`src/rtl/loop_pkg.sv`:
```
package loop_pkg;
  typedef enum logic [1:0] {
    LK_REG  = 2'd0,
    LK_ZERO = 2'd1,
    LK_LEZ  = 2'd2,
    LK_IMM  = 2'd3
  } loop_kind_e;
endpackage

```
`src/rtl/loop_setup_decode.sv`:
```
module loop_setup_decode
  import loop_pkg::*;
#(
  parameter int DW = 32,
  parameter int IW = 12
) (
  input  loop_kind_e        kind,
  input  logic              halve,
  input  logic [DW-1:0]     regv,
  input  logic [IW-1:0]     imm,
  output logic              skip,
  output logic [DW-1:0]     count
);
  logic [DW-1:0] reg_cnt;

  always_comb begin
    reg_cnt = halve ? (regv >> 1) : regv;
    unique case (kind)
      LK_ZERO: skip = (regv == '0);
      LK_LEZ:  skip = regv[DW-1] || (regv == '0);
      default: skip = 1'b0;
    endcase
    if (skip)
      count = '0;
    else if (kind == LK_IMM)
      count = {{(DW-IW){1'b0}}, imm};
    else
      count = reg_cnt;
  end
endmodule

```
`src/rtl/loop_slot.sv`:
```
module loop_slot #(
  parameter int AW = 16,
  parameter int DW = 32
) (
  input  logic          clk,
  input  logic          rst,
  input  logic          load,
  input  logic [DW-1:0] load_cnt,
  input  logic [AW-1:0] load_top,
  input  logic [AW-1:0] load_bot,
  input  logic          step,
  input  logic [AW-1:0] pc,
  output logic [DW-1:0] cnt,
  output logic [AW-1:0] top,
  output logic          hit
);
  logic [AW-1:0] bot;

  assign hit = (cnt != '0) && (pc == bot);

  always_ff @(posedge clk) begin
    if (rst) begin
      cnt <= '0;
      top <= '0;
      bot <= '0;
    end else if (load) begin
      cnt <= load_cnt;
      top <= load_top;
      bot <= load_bot;
    end else if (step) begin
      cnt <= cnt - 1'b1;
    end
  end
endmodule

```
`src/rtl/loop_ctl.sv`:
```
module loop_ctl
  import loop_pkg::*;
#(
  parameter int AW    = 16,
  parameter int DW    = 32,
  parameter int IW    = 12,
  parameter int NSETS = 2,
  localparam int SW   = (NSETS > 1) ? $clog2(NSETS) : 1
) (
  input  logic                clk,
  input  logic                rst,
  input  logic                setup_valid,
  input  logic [SW-1:0]       setup_sel,
  input  logic [1:0]          setup_kind,
  input  logic                setup_halve,
  input  logic [DW-1:0]       setup_reg,
  input  logic [IW-1:0]       setup_imm,
  input  logic [AW-1:0]       setup_pc,
  input  logic [AW-1:0]       setup_bottom,
  input  logic                pc_valid,
  input  logic [AW-1:0]       pc,
  output logic                redir_valid,
  output logic [AW-1:0]       redir_addr,
  output logic [NSETS*DW-1:0] loop_counts
);
  logic              skip;
  logic [DW-1:0]     new_cnt;
  logic [DW-1:0]     cnt  [NSETS];
  logic [AW-1:0]     top  [NSETS];
  logic [NSETS-1:0]  hit;
  logic [NSETS-1:0]  take;
  logic              found;
  logic [DW-1:0]     sel_cnt;
  logic [AW-1:0]     sel_top;

  loop_setup_decode #(.DW(DW), .IW(IW)) u_dec (
    .kind  (loop_kind_e'(setup_kind)),
    .halve (setup_halve),
    .regv  (setup_reg),
    .imm   (setup_imm),
    .skip  (skip),
    .count (new_cnt)
  );

  for (genvar g = 0; g < NSETS; g++) begin : g_slot
    loop_slot #(.AW(AW), .DW(DW)) u_slot (
      .clk      (clk),
      .rst      (rst),
      .load     (setup_valid && (setup_sel == SW'(g))),
      .load_cnt (new_cnt),
      .load_top (setup_pc + 1'b1),
      .load_bot (setup_bottom),
      .step     (take[g]),
      .pc       (pc),
      .cnt      (cnt[g]),
      .top      (top[g]),
      .hit      (hit[g])
    );
    assign loop_counts[g*DW +: DW] = cnt[g];
  end

  // lowest-numbered matching set wins
  always_comb begin
    take    = '0;
    found   = 1'b0;
    sel_cnt = '0;
    sel_top = '0;
    for (int i = 0; i < NSETS; i++) begin
      if (pc_valid && !setup_valid && hit[i] && !found) begin
        take[i] = 1'b1;
        found   = 1'b1;
        sel_cnt = cnt[i];
        sel_top = top[i];
      end
    end
  end

  always_ff @(posedge clk) begin
    if (rst) begin
      redir_valid <= 1'b0;
      redir_addr  <= '0;
    end else if (setup_valid) begin
      redir_valid <= skip;
      redir_addr  <= setup_bottom + 1'b1;
    end else if (found) begin
      redir_valid <= (sel_cnt > DW'(1));
      redir_addr  <= sel_top;
    end else begin
      redir_valid <= 1'b0;
    end
  end
endmodule

```
`config.mk`:
```
export PLATFORM = sky130hd
export DESIGN_NAME = loop_ctl
export DESIGN_NICKNAME = d
export VERILOG_FILES = /design/src/rtl/loop_pkg.sv /design/src/rtl/loop_setup_decode.sv /design/src/rtl/loop_slot.sv /design/src/rtl/loop_ctl.sv
export SDC_FILE = /design/constraint.sdc
export NUM_CORES = 1
export LEC_CHECK = 0
export BUFFER_PORTS_ARGS = -buffer_cell sky130_fd_sc_hd__buf_2
export CORE_MARGIN = 2
export CORE_UTILIZATION = 57
export DETAILED_ROUTE_END_ITERATION = 16
export PLACE_DENSITY = 0.79
export SLEW_MARGIN = 20
export SYNTH_ARGS = -nofsm -noshare
export SYNTH_HDL_FRONTEND = slang
export SYNTH_SLANG_ARGS = --single-unit
```
`constraint.sdc`:
```
create_clock -name clk -period 5.7 [get_ports clk]
set_clock_uncertainty 0.1 [all_clocks]
set_input_delay 0.285 -clock clk [delete_from_list [all_inputs] [get_ports clk]]
set_output_delay 0.285 -clock clk [all_outputs]
set_load 0.05 [all_outputs]
```
# == Word level (Yosys, flattened, before mapping) ==
# Index checks and enable logic that the tools add are counted.
# totals
output_inout_bits,81
ff_bits,145
inputBits,100
wordCells,55
# classes
add_sub_neg,4
bitwise,1
mux,19
n_reduce_logical,17
eq_ne,5
n_lt_le_gt_ge,1
# ops
op,n
32-bit two-way mux,9
16-bit two-way mux,4
32-bit nonzero test,2
32-bit by 1-bit subtractor with 32-bit output (second input constant),2
16-bit by 1-bit adder with 16-bit output (second input constant),2
16-bit == test,2
32-bit by 1-bit greater-than comparator with 1-bit output (second input constant),1
32-bit zero test,1
1-bit logical AND,8
2-bit nonzero test,3
1-bit two-way mux,5
2-bit == test (second input constant),2
2-bit by 1-bit == test with 1-bit output (second input constant),1
1-bit zero test,2
1-bit case mux with 2 select lines,1
1-bit logical OR,1
1-bit inverter,1

# == Depth between registers and ports, before layout ==
# depth
word_depth,10
depth_mapped,10
depth_no_buf,9

# == Hierarchy ==
# Synthesis repeated with hierarchy kept, for this count alone.
# unflattened
cells_unflattened,1067
area_unflattened_um2,8994.9
# modules_own_cells
mod,n_inst,area_each_um2,cells_each,seq_area_each_um2
loop_slot,2,3249.4,366,1281.2
loop_ctl,1,1651.6,212,340.3
loop_setup_decode,1,844.6,123,0.0

# == Worst setup path after synthesis ==
# OpenSTA, ideal clock, no wires.
# synth_path
path_kind,reg2reg
from,register g_slot[1].u_slot.cnt[4]
to,register redir_addr[4]
period_less_slack_ps,2873
path_buffers,1
setup_slack_ps,2827
setup_ps,132
path_stages_with_launch,9
arrival_time_ps,2641
required_ps,5468
cell_sequence,dfxtp_1 -> nor4_1 -> nand4_1 -> nor3_4 -> a2111oi_2 -> buf_4 -> mux2_2 -> o21ai_0 -> a21oi_1
# synth_between
elab_chain_cells,7
word_cells_on_any_way,9
cone_classes,mux (4); reduce/logical (5)
# synth_rtl
element,line,rtl
start: declaration,loop_slot.sv:13,"output logic [DW-1:0] cnt,"
start signal: assignment,loop_slot.sv:27,cnt <= load_cnt;
start signal: assignment,loop_slot.sv:31,cnt <= cnt - 1'b1;
32-bit nonzero test *,loop_slot.sv:19,assign hit = (cnt != '0) && (pc == bot);
1-bit logical AND *,loop_slot.sv:19,
1-bit logical AND * (2 in series),loop_ctl.sv:69,if (pc_valid && !setup_valid && hit[i] && !found) begin
16-bit two-way mux,loop_ctl.sv:69,
16-bit two-way mux,loop_ctl.sv:85,end else if (found) begin
16-bit two-way mux,loop_ctl.sv:82,end else if (setup_valid) begin
end signal: assignment,loop_ctl.sv:84,redir_addr <= setup_bottom + 1'b1;
end signal: assignment,loop_ctl.sv:87,redir_addr <= sel_top;
end: declaration,loop_ctl.sv:23,"output logic [AW-1:0] redir_addr,"
# Mark *: on every way between the ends. The rest lies on a longest branch, timed or not. The select of a mux whose other input is x is not followed.
# A chain may end at the register's enable or synchronous reset.

# == Worst setup path after layout ==
# layout_path
from,register g_slot[1].u_slot.cnt[4]
to,register g_slot[1].u_slot.cnt[21]
# layout_between
elab_chain_cells,6
word_cells_on_any_way,9
cone_classes,add/sub (1); mux (3); reduce/logical (5)
# layout_rtl
element
"parallel branches: the longest is 6 deep, another holds 32-bit by 1-bit subtractor with 32-bit output"
# Parallel ways; which one is timed is not known. The select of a mux whose other input is x is not followed.

==> impl_metrics.tcl <==
set metrics [dict create \
    overflow 0 \
    place.gp.congestion 0.980 \
    ys_seq_area_share_pct 33.8 \
    antenna_cells 0 \
    grtUsageTotal_pct 35.7 \
    power_mw 2.95 \
    route.met3.wl_um 3060 \
    min_to "g_slot[1].u_slot.bot[15]" \
    yosysMostFrequentCell "dfxtp_1" \
    synth_top_cell_by_area "dfxtp_1" \
    r2r_start "g_slot[1].u_slot.cnt[4]" \
    fin_cells 1447 \
    synth_top_family_by_area "simple AND/OR/NAND/NOR gates" \
    wl_met1_um 11600 \
    async_reset_ff_share_pct 0 \
    grt_pass1_wl_um 45400 \
    r2r-end "g_slot[1].u_slot.cnt[21]" \
    ys_ff_latch 145 \
    netlist_area_um2 8600 \
    synth_commonest_cells "145 x dfxtp_1, 136 x nand2_1, 128 x nor2_1, 101 x a21oi_1, 51 x clkbuf_1" \
    wirelength_um 29700 \
    leakagePower_nw 4.12 \
    cp-start-kind "flip-flop" \
    die_h_um 127 \
    synth_edf_count 0 \
    layout-drive-gt1-share_pct 21.0 \
    antenna_found_initial 0 \
    synth_fp_nets 1215 \
    synthMuxAreaShare_pct 4.72 \
    synth_area_leaders "dfxtp_1 34%, nand2_1 5.9%, a21oi_1 5.9%, nor2_1 5.6%, xor2_1 4.5%" \
    power_density_nw_per_um2 290 \
    boundaryPins 181 \
    detailed_place_hpwl_um 21700 \
    postRouteAntennaNets 0 \
    post_synth_and_or_nand_nor_area_fraction_pct 26.7 \
    ys_types 75 \
    io_buffers 180 \
    cts_resized 0 \
    top_layer "met4" \
    htreeDepth 4 \
    syn_to_final_growth_pct 18.2 \
    max_slew_margin_pct 24.2 \
    wl_per_cell_um 20.5 \
    ir_drop_mv 0.209 \
    grt_pass1_vias 8504 \
    clock_sinks 145 \
    avgSynthCellArea_um2 7.77 \
    initialDrtViolationCount 1249 \
    reg2regPathDepth 8 \
    setup_viol 0 \
    dieArea_um2 16100 \
    required_ps 5940 \
    clkTransAtPathRegs_ps 60 \
    worst-path-max-fanout 25 \
    drcViolationCount 0 \
    cp.arrival_ps 3750 \
    outcome "finished clean" \
    viasPerCell 6.56 \
    grt_max_degree 93 \
    die_x_um 127 \
    rows 44 \
    synth-adder-area-share_pct 1.31 \
    synth-main-ff-cell "dfxtp_1" \
    finalSetupTns_ps 0 \
    root_buffer "clkbuf_16" \
    synth_compound_area_share_pct 21.9 \
    final_util_pct 69.4 \
    dr.pass1.iters 7 \
    cts_tree "yes" \
    slew_viol_final 0 \
    holdWs_ps 35.9 \
    fmax_ghz 0.284 \
    cts_buffer_depth 2 \
    post_cts_buffers 0 \
    core_um2 14600 \
    r2r_slack_ps 2180 \
    criticalPathCategory "flip-flop to flip-flop" \
    hold_class "input port to flip-flop" \
    nNetsFinal 1359 \
    dr_total_vias 9488 \
    worstMarginPinSlew_ps 1140 \
    min_path_cells 3 \
    hold_buffers 0 \
    dp.cells 1415 \
    finalWorstPathRequiredPeriod_ps 3520 \
    cap_violations 0 \
    rsz0062_at_grt "false" \
    cts_made_buffers 17 \
    yosys_warnings 0 \
    clk_latency_ps 430 \
    synth_xor_area_share_pct 7.34 \
    wl_met2_um 13600 \
    period_share_pct 61.7 \
    hold_violations 0 \
    min_from "setup_bottom[15]" \
    synth_cells 1106 \
    synth.top_cell.area_share_pct 33.8 \
    initial_core_util_pct 58.7 \
    end_kind "flip-flop" \
]
-- worst max-delay path by stage --
stage / slack, ps / endpoint / from
finish: 2180 / g_slot[1].u_slot.cnt[21] / g_slot[1].u_slot.cnt[4]
global route: 1950 / g_slot[1].u_slot.cnt[24] / g_slot[1].u_slot.cnt[4]
CTS: 2270 / g_slot[1].u_slot.cnt[19] / g_slot[1].u_slot.cnt[4]
detailed placement: 2320 / g_slot[1].u_slot.cnt[21] / g_slot[1].u_slot.cnt[4]
global placement: 2450 / g_slot[1].u_slot.cnt[12] / g_slot[1].u_slot.cnt[4]
floorplan: 2830 / redir_addr[4] / g_slot[1].u_slot.cnt[4]
-- state kept, by name, summed over array words and instances (netlist names) --
| signal | cells |
|---|---|
| redir_valid | 1 |
| g_slot.u_slot.top | 32 |
| g_slot.u_slot.cnt | 64 |
| redir_addr | 16 |
| g_slot.u_slot.bot | 32 |
-- critical path: stages, from the launching register on --
cell and delay (ps):
dfxtp_1 380, nor4_1 810, nand4_1 300, nor3_4 340, a2111oi_4 110, buf_4 220
and2_1 560, and3_1 370, a211oi_1 220
-- layer usage --
metal  global-route usage (%)  vias to the layer above
met3                     7.51                      128
met5                        0                        -
met2                     57.9                      622
met1                     45.5                     4394
li1                         -                     4344
met4                     17.3                        0
-- through the flow --
| step | instance area [um^2] | setup slack (ps) |
|---|---|---|
| after global placement | 9560 | 2450 |
| after CTS | 10200 | 2270 |
| after global routing | 10200 | 1950 |
| final | 10200 | 2180 |
| after floorplan | 8600 | 2830 |
| after detailed placement | 9560 | 2320 |
-- cells by family after synthesis --
logic type / Yosys count
xor gates and xnor gates: 72
DFF: 145
and+or+nand+nor: 469
muxes: 39
AOI/OAI and AO/OA: 285
buffers and inverters: 87
adders and majority gates: 9
-- power by group --
part           internal [mW]  switching (mW)  leakage [nW]
sequential              1.08          0.0656          1.19
combinational          0.204           0.464          2.65
clock                  0.664           0.476         0.282
total                   1.94            1.01          4.12
-- cells in the final DEF (no fill, tap or decap), types with 6 or more instances in the layout --
cell type  instances
xnor2_1           28
a31oi_1           13
nor3_1            29
and2_1             6
nor2_1           128
nand2_1          136
dfxtp_1          145
o21ai_0           49
or3_1             12
ha_1               9
buf_2            179
a211oi_1          40
o31ai_1           10
nand3_1           37
o211a_1            7
inv_1             20
mux2i_1           27
mux2_2            12
a21oi_1          101
nand2b_1           7
clkbuf_16         17
o211ai_1           9
a22oi_1            6
buf_4             13
nand4_1           24
and3_1            14
xor2_1            44
nor4_1            33
-- layout make-up --
cell class / count / area (um^2)
multi-input combinational: 874 / 5360
fill: 1243 / 4490
sequential: 145 / 2900
timing repair buffer: 192 / 993
clock buffer: 19 / 443
tap: 184 / 230
clock inverter: 13 / 151
inverter: 20 / 75.1
Note: power is estimated with default switching activity, not from simulation.
